$ cat src/rtl/uart_csr_pkg.sv
package uart_csr_pkg;
   localparam int unsigned ADDR_W = 5;
   localparam int unsigned WM_LSB = 16;
   localparam int unsigned WM_W   = 3;
   localparam int unsigned FLAG_BIT = 31;

   typedef enum logic [ADDR_W-1:0] {
      OFF_TXD = 5'h00,
      OFF_RXD = 5'h04,
      OFF_TXC = 5'h08,
      OFF_RXC = 5'h0C,
      OFF_IEN = 5'h10,
      OFF_IPD = 5'h14,
      OFF_DIV = 5'h18
   } csr_off_e;
endpackage

$ cat src/rtl/uart_byte_fifo.sv
module uart_byte_fifo #(
   parameter int unsigned DEPTH = 8,
   parameter int unsigned W     = 8,
   localparam int unsigned CW   = $clog2(DEPTH + 1)
) (
   input  logic          clk,
   input  logic          rst_n,
   input  logic          push,
   input  logic          pop,
   input  logic [W-1:0]  din,
   output logic [W-1:0]  dout,
   output logic [CW-1:0] count,
   output logic          full,
   output logic          empty
);
   localparam int unsigned PW = (DEPTH > 1) ? $clog2(DEPTH) : 1;

   initial assert (DEPTH >= 2) else $error("uart_byte_fifo: DEPTH must be at least 2");

   logic [W-1:0]  mem_q [DEPTH];
   logic [PW-1:0] wp_q, rp_q, wp_nx, rp_nx;
   logic          do_push, do_pop;

   assign empty   = (count == '0);
   assign full    = (count == CW'(DEPTH));
   assign do_pop  = pop && !empty;
   assign do_push = push && (!full || do_pop);

   generate
      if ((DEPTH & (DEPTH - 1)) == 0) begin : g_pow2
         assign wp_nx = wp_q + PW'(1);
         assign rp_nx = rp_q + PW'(1);
      end else begin : g_wrap
         assign wp_nx = (wp_q == PW'(DEPTH - 1)) ? '0 : wp_q + PW'(1);
         assign rp_nx = (rp_q == PW'(DEPTH - 1)) ? '0 : rp_q + PW'(1);
      end
   endgenerate

   always_ff @(posedge clk or negedge rst_n) begin
      if (!rst_n) begin
         wp_q  <= '0;
         rp_q  <= '0;
         count <= '0;
      end else begin
         if (do_push) wp_q <= wp_nx;
         if (do_pop)  rp_q <= rp_nx;
         count <= count + CW'(do_push) - CW'(do_pop);
      end
   end

   always_ff @(posedge clk) begin
      if (do_push) mem_q[wp_q] <= din;
   end

   assign dout = mem_q[rp_q];


   count_bound_chk: assert property (@(posedge clk) disable iff (!rst_n)
      count <= CW'(DEPTH));


   full_drop_chk: assert property (@(posedge clk) disable iff (!rst_n)
      (push && full && !pop) |=> (count == CW'(DEPTH)));


   empty_pop_chk: assert property (@(posedge clk) disable iff (!rst_n)
      (pop && empty && !push) |=> empty);
endmodule

$ cat src/rtl/uart_wm_irq.sv
module uart_wm_irq #(
   parameter int unsigned CW   = 4,
   parameter int unsigned WM_W = 3
) (
   input  logic            clk,
   input  logic            rst_n,
   input  logic [CW-1:0]   tx_cnt,
   input  logic [CW-1:0]   rx_cnt,
   input  logic [WM_W-1:0] tx_lvl,
   input  logic [WM_W-1:0] rx_lvl,
   input  logic [1:0]      ien,
   output logic [1:0]      pend,
   output logic            irq
);
   localparam int unsigned MW = (CW > WM_W) ? CW : WM_W;

   assign pend[0] = MW'(tx_cnt) < MW'(tx_lvl);
   assign pend[1] = MW'(rx_cnt) > MW'(rx_lvl);
   assign irq     = |(pend & ien);


   irq_gate_chk: assert property (@(posedge clk) disable iff (!rst_n)
      irq |-> (ien != 2'b00));


   rx_idle_chk: assert property (@(posedge clk) disable iff (!rst_n)
      (rx_cnt == '0) |-> !pend[1]);
endmodule

$ cat src/rtl/uart_csr_front.sv
module uart_csr_front
   import uart_csr_pkg::*;
#(
   parameter int unsigned FIFO_DEPTH = 8,
   parameter int unsigned DIV_W      = 16
) (
   input  logic              clk,
   input  logic              rst_n,
   input  logic              bus_sel,
   input  logic              bus_we,
   input  logic [3:0]        bus_be,
   input  logic [ADDR_W-1:0] bus_addr,
   input  logic [31:0]       bus_wdata,
   output logic [31:0]       bus_rdata,
   output logic [7:0]        tx_data,
   output logic              tx_valid,
   input  logic              tx_ready,
   input  logic              rx_push,
   input  logic [7:0]        rx_byte,
   output logic [DIV_W-1:0]  baud_div,
   output logic              irq
);
   localparam int unsigned CW = $clog2(FIFO_DEPTH + 1);

   initial assert (DIV_W >= 1 && DIV_W <= 32) else $error("uart_csr_front: DIV_W out of range");

   logic             acc, rd, wr;
   logic [31:0]      txc_q, rxc_q, ien_q;
   logic [DIV_W-1:0] div_q;
   logic [CW-1:0]    tx_cnt, rx_cnt;
   logic             tx_full, tx_empty, rx_full, rx_empty;
   logic [7:0]       rx_head;
   logic [1:0]       pend;
   logic             tx_wr, rx_rd;

   assign acc   = bus_sel && (bus_be == 4'hF);
   assign rd    = acc && !bus_we;
   assign wr    = acc && bus_we;
   assign tx_wr = wr && (bus_addr == OFF_TXD);
   assign rx_rd = rd && (bus_addr == OFF_RXD);

   always_ff @(posedge clk or negedge rst_n) begin
      if (!rst_n) begin
         txc_q <= '0;
         rxc_q <= '0;
         ien_q <= '0;
         div_q <= '0;
      end else if (wr) begin
         case (bus_addr)
            OFF_TXC: txc_q <= bus_wdata;
            OFF_RXC: rxc_q <= bus_wdata;
            OFF_IEN: ien_q <= bus_wdata;
            OFF_DIV: div_q <= bus_wdata[DIV_W-1:0];
            default: ;
         endcase
      end
   end

   uart_byte_fifo #(.DEPTH(FIFO_DEPTH), .W(8)) u_txq (
      .clk(clk), .rst_n(rst_n),
      .push(tx_wr), .pop(tx_ready), .din(bus_wdata[7:0]),
      .dout(tx_data), .count(tx_cnt), .full(tx_full), .empty(tx_empty)
   );

   uart_byte_fifo #(.DEPTH(FIFO_DEPTH), .W(8)) u_rxq (
      .clk(clk), .rst_n(rst_n),
      .push(rx_push), .pop(rx_rd), .din(rx_byte),
      .dout(rx_head), .count(rx_cnt), .full(rx_full), .empty(rx_empty)
   );

   uart_wm_irq #(.CW(CW), .WM_W(WM_W)) u_irq (
      .clk(clk), .rst_n(rst_n),
      .tx_cnt(tx_cnt), .rx_cnt(rx_cnt),
      .tx_lvl(txc_q[WM_LSB +: WM_W]), .rx_lvl(rxc_q[WM_LSB +: WM_W]),
      .ien(ien_q[1:0]), .pend(pend), .irq(irq)
   );

   assign tx_valid = !tx_empty;
   assign baud_div = div_q;

   always_comb begin
      bus_rdata = '0;
      if (rd) begin
         case (bus_addr)
            OFF_TXD: bus_rdata[FLAG_BIT] = tx_full;
            OFF_RXD: begin
               if (rx_empty) bus_rdata[FLAG_BIT] = 1'b1;
               else          bus_rdata[7:0]      = rx_head;
            end
            OFF_TXC: bus_rdata = txc_q;
            OFF_RXC: bus_rdata = rxc_q;
            OFF_IEN: bus_rdata = ien_q;
            OFF_IPD: bus_rdata[1:0] = pend;
            OFF_DIV: bus_rdata = 32'(div_q);
            default: ;
         endcase
      end
   end


   rx_empty_read_chk: assert property (@(posedge clk) disable iff (!rst_n)
      (bus_sel && !bus_we && bus_be == 4'hF && bus_addr == OFF_RXD && rx_cnt == '0)
         |-> (bus_rdata == 32'h8000_0000));


   partial_strobe_chk: assert property (@(posedge clk) disable iff (!rst_n)
      (bus_sel && bus_be != 4'hF) |-> (bus_rdata == 32'h0));


   ctrl_hold_chk: assert property (@(posedge clk) disable iff (!rst_n)
      !(bus_sel && bus_we && bus_be == 4'hF && bus_addr == OFF_TXC) |=> $stable(txc_q));


   tx_full_hold_chk: assert property (@(posedge clk) disable iff (!rst_n)
      (tx_full && !tx_ready) |=> !tx_empty);
endmodule

$ cat config.mk
export PLATFORM = sky130hd
export DESIGN_NAME = uart_csr_front
export DESIGN_NICKNAME = d
export VERILOG_FILES = /design/src/rtl/uart_csr_pkg.sv /design/src/rtl/uart_byte_fifo.sv /design/src/rtl/uart_wm_irq.sv /design/src/rtl/uart_csr_front.sv
export SDC_FILE = /design/constraint.sdc
export NUM_CORES = 1
export LEC_CHECK = 0
export CORE_UTILIZATION = 39
export CTS_CLUSTER_SIZE = 16
export DETAILED_ROUTE_END_ITERATION = 10
export DONT_BUFFER_PORTS = 1
export SKIP_CTS_REPAIR_TIMING = 1
export SLEW_MARGIN = 5
export SYNTH_ARGS = -nofsm -noshare
export SYNTH_HDL_FRONTEND = slang
export SYNTH_SLANG_ARGS = --single-unit
$ cat constraint.sdc
create_clock -name clk -period 2.9 [get_ports clk]
set_clock_uncertainty 0.2 [all_clocks]
set_input_delay 0.145 -clock clk [delete_from_list [all_inputs] [get_ports clk]]
set_output_delay 0.145 -clock clk [all_outputs]
set_load 0.01 [all_outputs]
Yosys cells after proc, flatten, opt, wreduce, memory -nomap -nowiden
Memories as Yosys holds them, arrays and structs flattened.
Index checks and enable logic that the tools add are counted.
{"block": "classes", "bitwise": 1, "n_eq_ne": 9, "reduce_logical": 24, "addsub": 8, "n_mux": 11, "magnitude_cmp": 2}
{"operator": "one-hot mux 23 bit (4 select lines)", "count": 1}
{"operator": "two-way mux 32 bit", "count": 1}
{"operator": "one-hot mux 6 bit (5 select lines)", "count": 1}
{"operator": "== test 5 bit (second input constant)", "count": 3}
{"operator": "adder 3 x 1 -> 3 bit (second input constant)", "count": 4}
{"operator": "== test 4 bit (second input constant)", "count": 3}
{"operator": "one-hot mux 2 bit (6 select lines)", "count": 1}
{"operator": "== test 5 x 4 -> 1 bit (second input constant)", "count": 2}
{"operator": "logical AND 1 bit", "count": 9}
{"operator": "adder 4 x 1 -> 4 bit", "count": 2}
{"operator": "zero test 4 bit", "count": 2}
{"operator": "two-way mux 8 bit", "count": 1}
{"operator": "AND reduction 2 bit", "count": 4}
{"operator": "subtractor 4 x 1 -> 4 bit", "count": 2}
{"operator": "== test 5 x 3 -> 1 bit (second input constant)", "count": 1}
{"operator": "zero test 1 bit", "count": 5}
{"operator": "zero test 5 bit", "count": 1}
{"operator": "two-way mux 1 bit", "count": 5}
{"operator": "one-hot mux 1 bit (5 select lines)", "count": 1}
{"operator": "> comparator 4 x 3 -> 1 bit", "count": 1}
{"operator": "< comparator 4 x 3 -> 1 bit", "count": 1}
{"operator": "bitwise AND 2 bit", "count": 1}
{"operator": "logical OR 1 bit", "count": 2}
{"operator": "OR reduction 2 bit", "count": 1}
{"block": "word_totals", "word_cells": 67, "inputBits": 55, "register_bits": 132, "output_inout_bits": 58, "n_memories": 2, "ramBits": 128}
{"memory": "u_rxq.mem_q", "words": 8, "width": 8, "read_ports": 1, "rd_clocked_by_memory_dff": 0, "write_ports": 1, "line": "uart_byte_fifo.sv:20", "source": "logic [W-1:0] mem_q [DEPTH];"}
{"memory": "u_txq.mem_q", "words": 8, "width": 8, "read_ports": 1, "rd_clocked_by_memory_dff": 0, "write_ports": 1, "line": "uart_byte_fifo.sv:20"}

Logic depth before layout (Yosys ltp)
{"block": "depth", "ltp_word": 9, "depth_mapped": 11, "ltp_nobuf": 11}

By module
Synthesis repeated with hierarchy kept, for this count alone.
{"block": "hier_totals", "hier_cells": 731, "hier_area_um2": 11781.3}
{"mod": "uart_byte_fifo", "area_per_inst_um2": 3093.0, "seq_area_each_um2": 2172.1, "n_inst": 2, "cells_per_inst": 153}
{"mod": "uart_csr_front", "area_per_inst_um2": 5447.7, "seq_area_each_um2": 2802.7, "n_inst": 1, "cells_per_inst": 407}
{"mod": "uart_wm_irq", "area_per_inst_um2": 147.6, "seq_area_each_um2": 0.0, "n_inst": 1, "cells_per_inst": 18}

Worst setup path before layout
No wires, ideal clock.
{"block": "synth_timing", "path_type": "reg2reg", "from": "register u_txq.count[2]", "to": "memory u_txq.mem_q[1][0] (enable)", "t_arrival_ns": 2.201, "stages_incl_launch_ff": 7, "t_required_ns": 2.302, "setup_slack_ns": 0.101, "period_less_slack_ns": 2.799, "cell_sequence": "dfrtp_1 inv_1 ha_1 nand2b_1 a311oi_4 nand2_4 nor4b_1"}
{"block": "synth_via", "elab_chain_cells": 7, "elab_cells_between_ends": 9}
{"element": "start, declared", "line": "uart_byte_fifo.sv:12", "source": "output logic [CW-1:0] count,"}
{"element": "start signal, assigned", "line": "uart_byte_fifo.sv:47", "source": "count <= count + CW'(do_push) - CW'(do_pop);"}
{"element": "zero test 4 bit", "line": "uart_byte_fifo.sv:24", "source": "assign empty = (count == '0);"}
{"element": "zero test 1 bit", "line": "uart_byte_fifo.sv:26", "source": "assign do_pop = pop && !empty;"}
{"element": "logical AND 1 bit", "line": "uart_byte_fifo.sv:26"}
{"element": "logical OR 1 bit (*)", "line": "uart_byte_fifo.sv:27", "source": "assign do_push = push && (!full || do_pop);"}
{"element": "logical AND 1 bit (*)", "line": "uart_byte_fifo.sv:27"}
{"element": "two-way mux 1 bit (*)", "line": "uart_byte_fifo.sv:52", "source": "if (do_push) mem_q[wp_q] <= din;"}
{"element": "two-way mux 1 bit (not written as such) (*)", "line": "uart_byte_fifo.sv:52"}
{"element": "end, declared", "line": "uart_byte_fifo.sv:20"}
Every way passes the cells marked *; elsewhere a longest branch is shown, timed or not.

Worst setup path after layout
{"block": "layout_timing", "from": "input bus_addr[2]", "to": "register ien_q[7]"}
{"block": "layout_via", "elab_chain_cells": 2}
{"element": "start, declared", "line": "uart_csr_front.sv:12", "source": "input logic [ADDR_W-1:0] bus_addr,"}
{"element": "== test 5 bit", "line": "uart_csr_front.sv:49", "source": "case (bus_addr)"}
{"element": "AND reduction 2 bit (no line)"}
{"element": "end signal, assigned", "line": "uart_csr_front.sv:52", "source": "OFF_IEN: ien_q <= bus_wdata;"}
{"element": "end, declared", "line": "uart_csr_front.sv:28", "source": "logic [31:0] txc_q, rxc_q, ien_q;"}
No other way between the ends.
A chain may end at the register's enable or synchronous reset.

==> results.md <==
- Inst Count DP: roughly 1100
- Detailed-router iteration count before antenna repair: 5
- Total power: 9.08 mW
- Flops & latches, synth: 260
- Die Span X: 173 um
- Sequential fraction of the synthesis area: 62.9%
- Ys flop type: dfrtp_1
- CP Data Arrival Time: about 3 ns
- GR Overflow Total: 0
- Top-area cell type share of the netlist area: about 34%
- DRT Wirelength: about 25000 um
- Cell area after technology mapping: 11400 sq um
- H-Tree Depth: 1
- LEAKAGE: 5.32 nW
- Slowest stage cell on the critical path: dlygate4sd3_1
- Final Non-Filler Cells: 1207
- Hold Crit Class: in2async
- GRT Total Usage: between 10% and 20%
- Most common cell in the netlist: mux2_2
- Core Util, Final: 46.5%
- CTS tree: built
- I/O pin total: 113
- Failing checks: negative hold slack
- Global-route wire length before repair: 38900 um
- Gpl congestion: 0.766
- Worst-margin pin slew: 0.759 ns
- Final Max Slew Viols: 0
- Max-Slew Margin vs Limit: 49.4%
- Area grow syn2layout: 17.6%
- Initial antenna violation count: 1
- DRC: 0
- Clock Tree Buf Depth: 3
- Max capacitance violation total: 0
- Synth Warn #: 0
- Post-route minimum period: 2.85 ns
- Final Hold Vio Count: 132
- Pwr Density: 680 nW/um^2
- Cell variety after synth: 54
- Core Area: roughly 29000 sq um
- Sink Count: 260
- Num rows: 62
- Syn_nets: approximately 790
- Synth top cells by count: 136 x mux2_2, 132 x dfrtp_1, 128 x edfxtp_1, 33 x nor2_1, 32 x mux4_2
- Avg Cell Area, Syn: 15.9 sq um
- Max Freq: 351 MHz
- Final net count: 877
- Port-buffer cells: 0
- DR vias: about 6500
- Worst-path clk slew: 0.06 ns
- Final setup viols: 0
- Post-route ant nets: 0
- Via-per-instance ratio: 5.38
- Multi-input logic area: 3900 sq um
- Final period utilization: a little over nine tenths
- Hold_ws: -0.909 ns
- CP Data Required Time: 3.13 ns
- Outcome: finished with violations
- Clock Tree Root: clkbuf_16
- Post-DP HPWL: 16700 um
- CP max FO: 14
- Sum Neg Setup Slack: 0 ns
- Setup crit end kind: flop
- Largest cells by area after synthesis: edfxtp_1 34%, dfrtp_1 29%, mux2_2 13%, mux4_2 6.3%, ha_1 2.3%
- Vias in the first global route: 6757
- Iteration-0 DRC Markers: 412
- Clock latency on the worst-skew pair: 0.54 ns
- EDFF count, synth: 128
- Synth Instances: 715
- Initial core utilization: 39.6%
- Max stage delay on crit path: 0.67 ns
- Die area: between 20000 and 30000 sq um
- Worst vdd ir: 0.536 mV
- Number of CTS-inserted buffers: 29
- Async set-reset flop share out of synthesis: between 50 and 60%
- Most Frequent Cell on Critical Path: dlygate4sd3_1
- Register area: 7150 sq um
- CP Class: in2reg
- CP cell instances: dlygate4sd3_1 > or2_2 > dlygate4sd3_1 > nor3_4 > dlygate4sd3_1 > mux2_1
- Area leader, netlist: edfxtp_1
- Chip height: 173 um
- Share of cells above drive strength 1: 31.6%
- Routed len/inst: 20.9 um
- Critical Path Source Type: input pin
- Largest net degree at the start of global routing: 133
- # fillers: 2512
- RSZ-0062 raised after global routing: false
==> power breakdown <==
part	internal [mW]	switching, mW	total (mW)
registers	4.16	0.222	4.38
logic	0.709	0.685	1.39
clock network	1.90	1.42	3.31
total	6.76	2.33	9.08
==> cell usage in the layout (no fill, tap or decap), drive strengths merged, types with 2 or more instances in the layout <==
| master | n |
|---|---|
| xor2 | 4 |
| fa | 2 |
| nor3 | 13 |
| clkinvlp | 3 |
| nand2 | 27 |
| or3 | 2 |
| o21ai | 8 |
| dfrtp | 132 |
| a22oi | 12 |
| nor4 | 2 |
| a31oi | 9 |
| and4b | 2 |
| nand2b | 6 |
| and3 | 3 |
| a21o | 2 |
| a21oi | 4 |
| a222oi | 21 |
| dlygate4sd3 | 56 |
| nor2 | 35 |
| mux4 | 32 |
| nor3b | 4 |
| clkinv | 9 |
| a311oi | 2 |
| edfxtp | 128 |
| inv | 24 |
| nand3 | 14 |
| clkbuf | 41 |
| o211ai | 5 |
| mux2 | 140 |
| xnor2 | 8 |
| ha | 21 |
| buf | 38 |
| nor4b | 2 |
==> stage by stage <==
step           setup WS (ns)  instance area (sq um)
3_5_place_dp           0.260                  11900
4_1_cts              -0.0447                  12800
3_3_place_gp           0.307                  11900
5_1_grt              0.00934                  13400
2_1_floorplan          0.101                  11400
6_report              0.0549                  13400
==> layer usage <==
metal  up-vias  GRT usage, %  wire length [um]
li1       2914             -                 -
met1      3349          20.4             10600
met2       183          27.9             12400
met3        48          5.32              1560
met4         0          5.86               715
met5         -             0                 0
==> path summary, 6_finish.rpt <==
path	startpoint	end	slack [ns]	cells after the start
max in group asynchronous	rst_n	baud_div[7]	3.24	0
worst min register to register	ien_q[7]	ien_q[7]	0.30	1
worst max register to register	u_rxq.count[2]	u_rxq.count[2]	0.24	9
worst max-delay path	bus_addr[2]	ien_q[7]	0.05	6
min in group clk	bus_addr[2]	baud_div[9]	0.01	3
worst min-delay path	rst_n	ien_q[27]	-0.91	0
==> registers in the layout, indices dropped and copies added, names as in the netlist <==
register     cells
u_rxq.mem_q     64
u_txq.mem_q     64
ien_q           32
rxc_q           32
txc_q           32
baud_div        16
u_rxq.count      4
u_txq.count      4
u_rxq.rp_q       3
u_rxq.wp_q       3
u_txq.rp_q       3
u_txq.wp_q       3
==> critical path: cells and delay by family <==
| kind | cells | cell delay [ns] |
|---|---|---|
| simple gates | 2 | 0.71 |
| buf+inv | 3 | 1.89 |
| mux | 1 | 0.32 |
==> final cells by class <==
cell class | count | area share [%]
diodes | 1 | 0.0187
clock buffers | 41 | 5.92
clock inverters | 13 | 0.562
inverters | 23 | 0.646
multi-input cells | 391 | 29.2
flip-flops and latches | 260 | 53.5
well taps | 384 | 3.60
repair buffers | 94 | 6.55
==> logic make-up (layout without fill, tap and decap cells) <==
kind of cell	after synthesis	count (layout)	synth area share [%]
AO/OA/AOI/OAI	67	67	4.78
XOR/XNOR	12	12	0.925
adder cells (fa/ha/maj)	23	23	2.67
buffers and inverters	64	171	2.84
flip-flops	260	260	62.9
multiplexers	173	173	20.3
other	0	1	0
AND/OR/NAND/NOR	116	116	5.52
No activity file was read; power rests on OpenSTA's default activity.
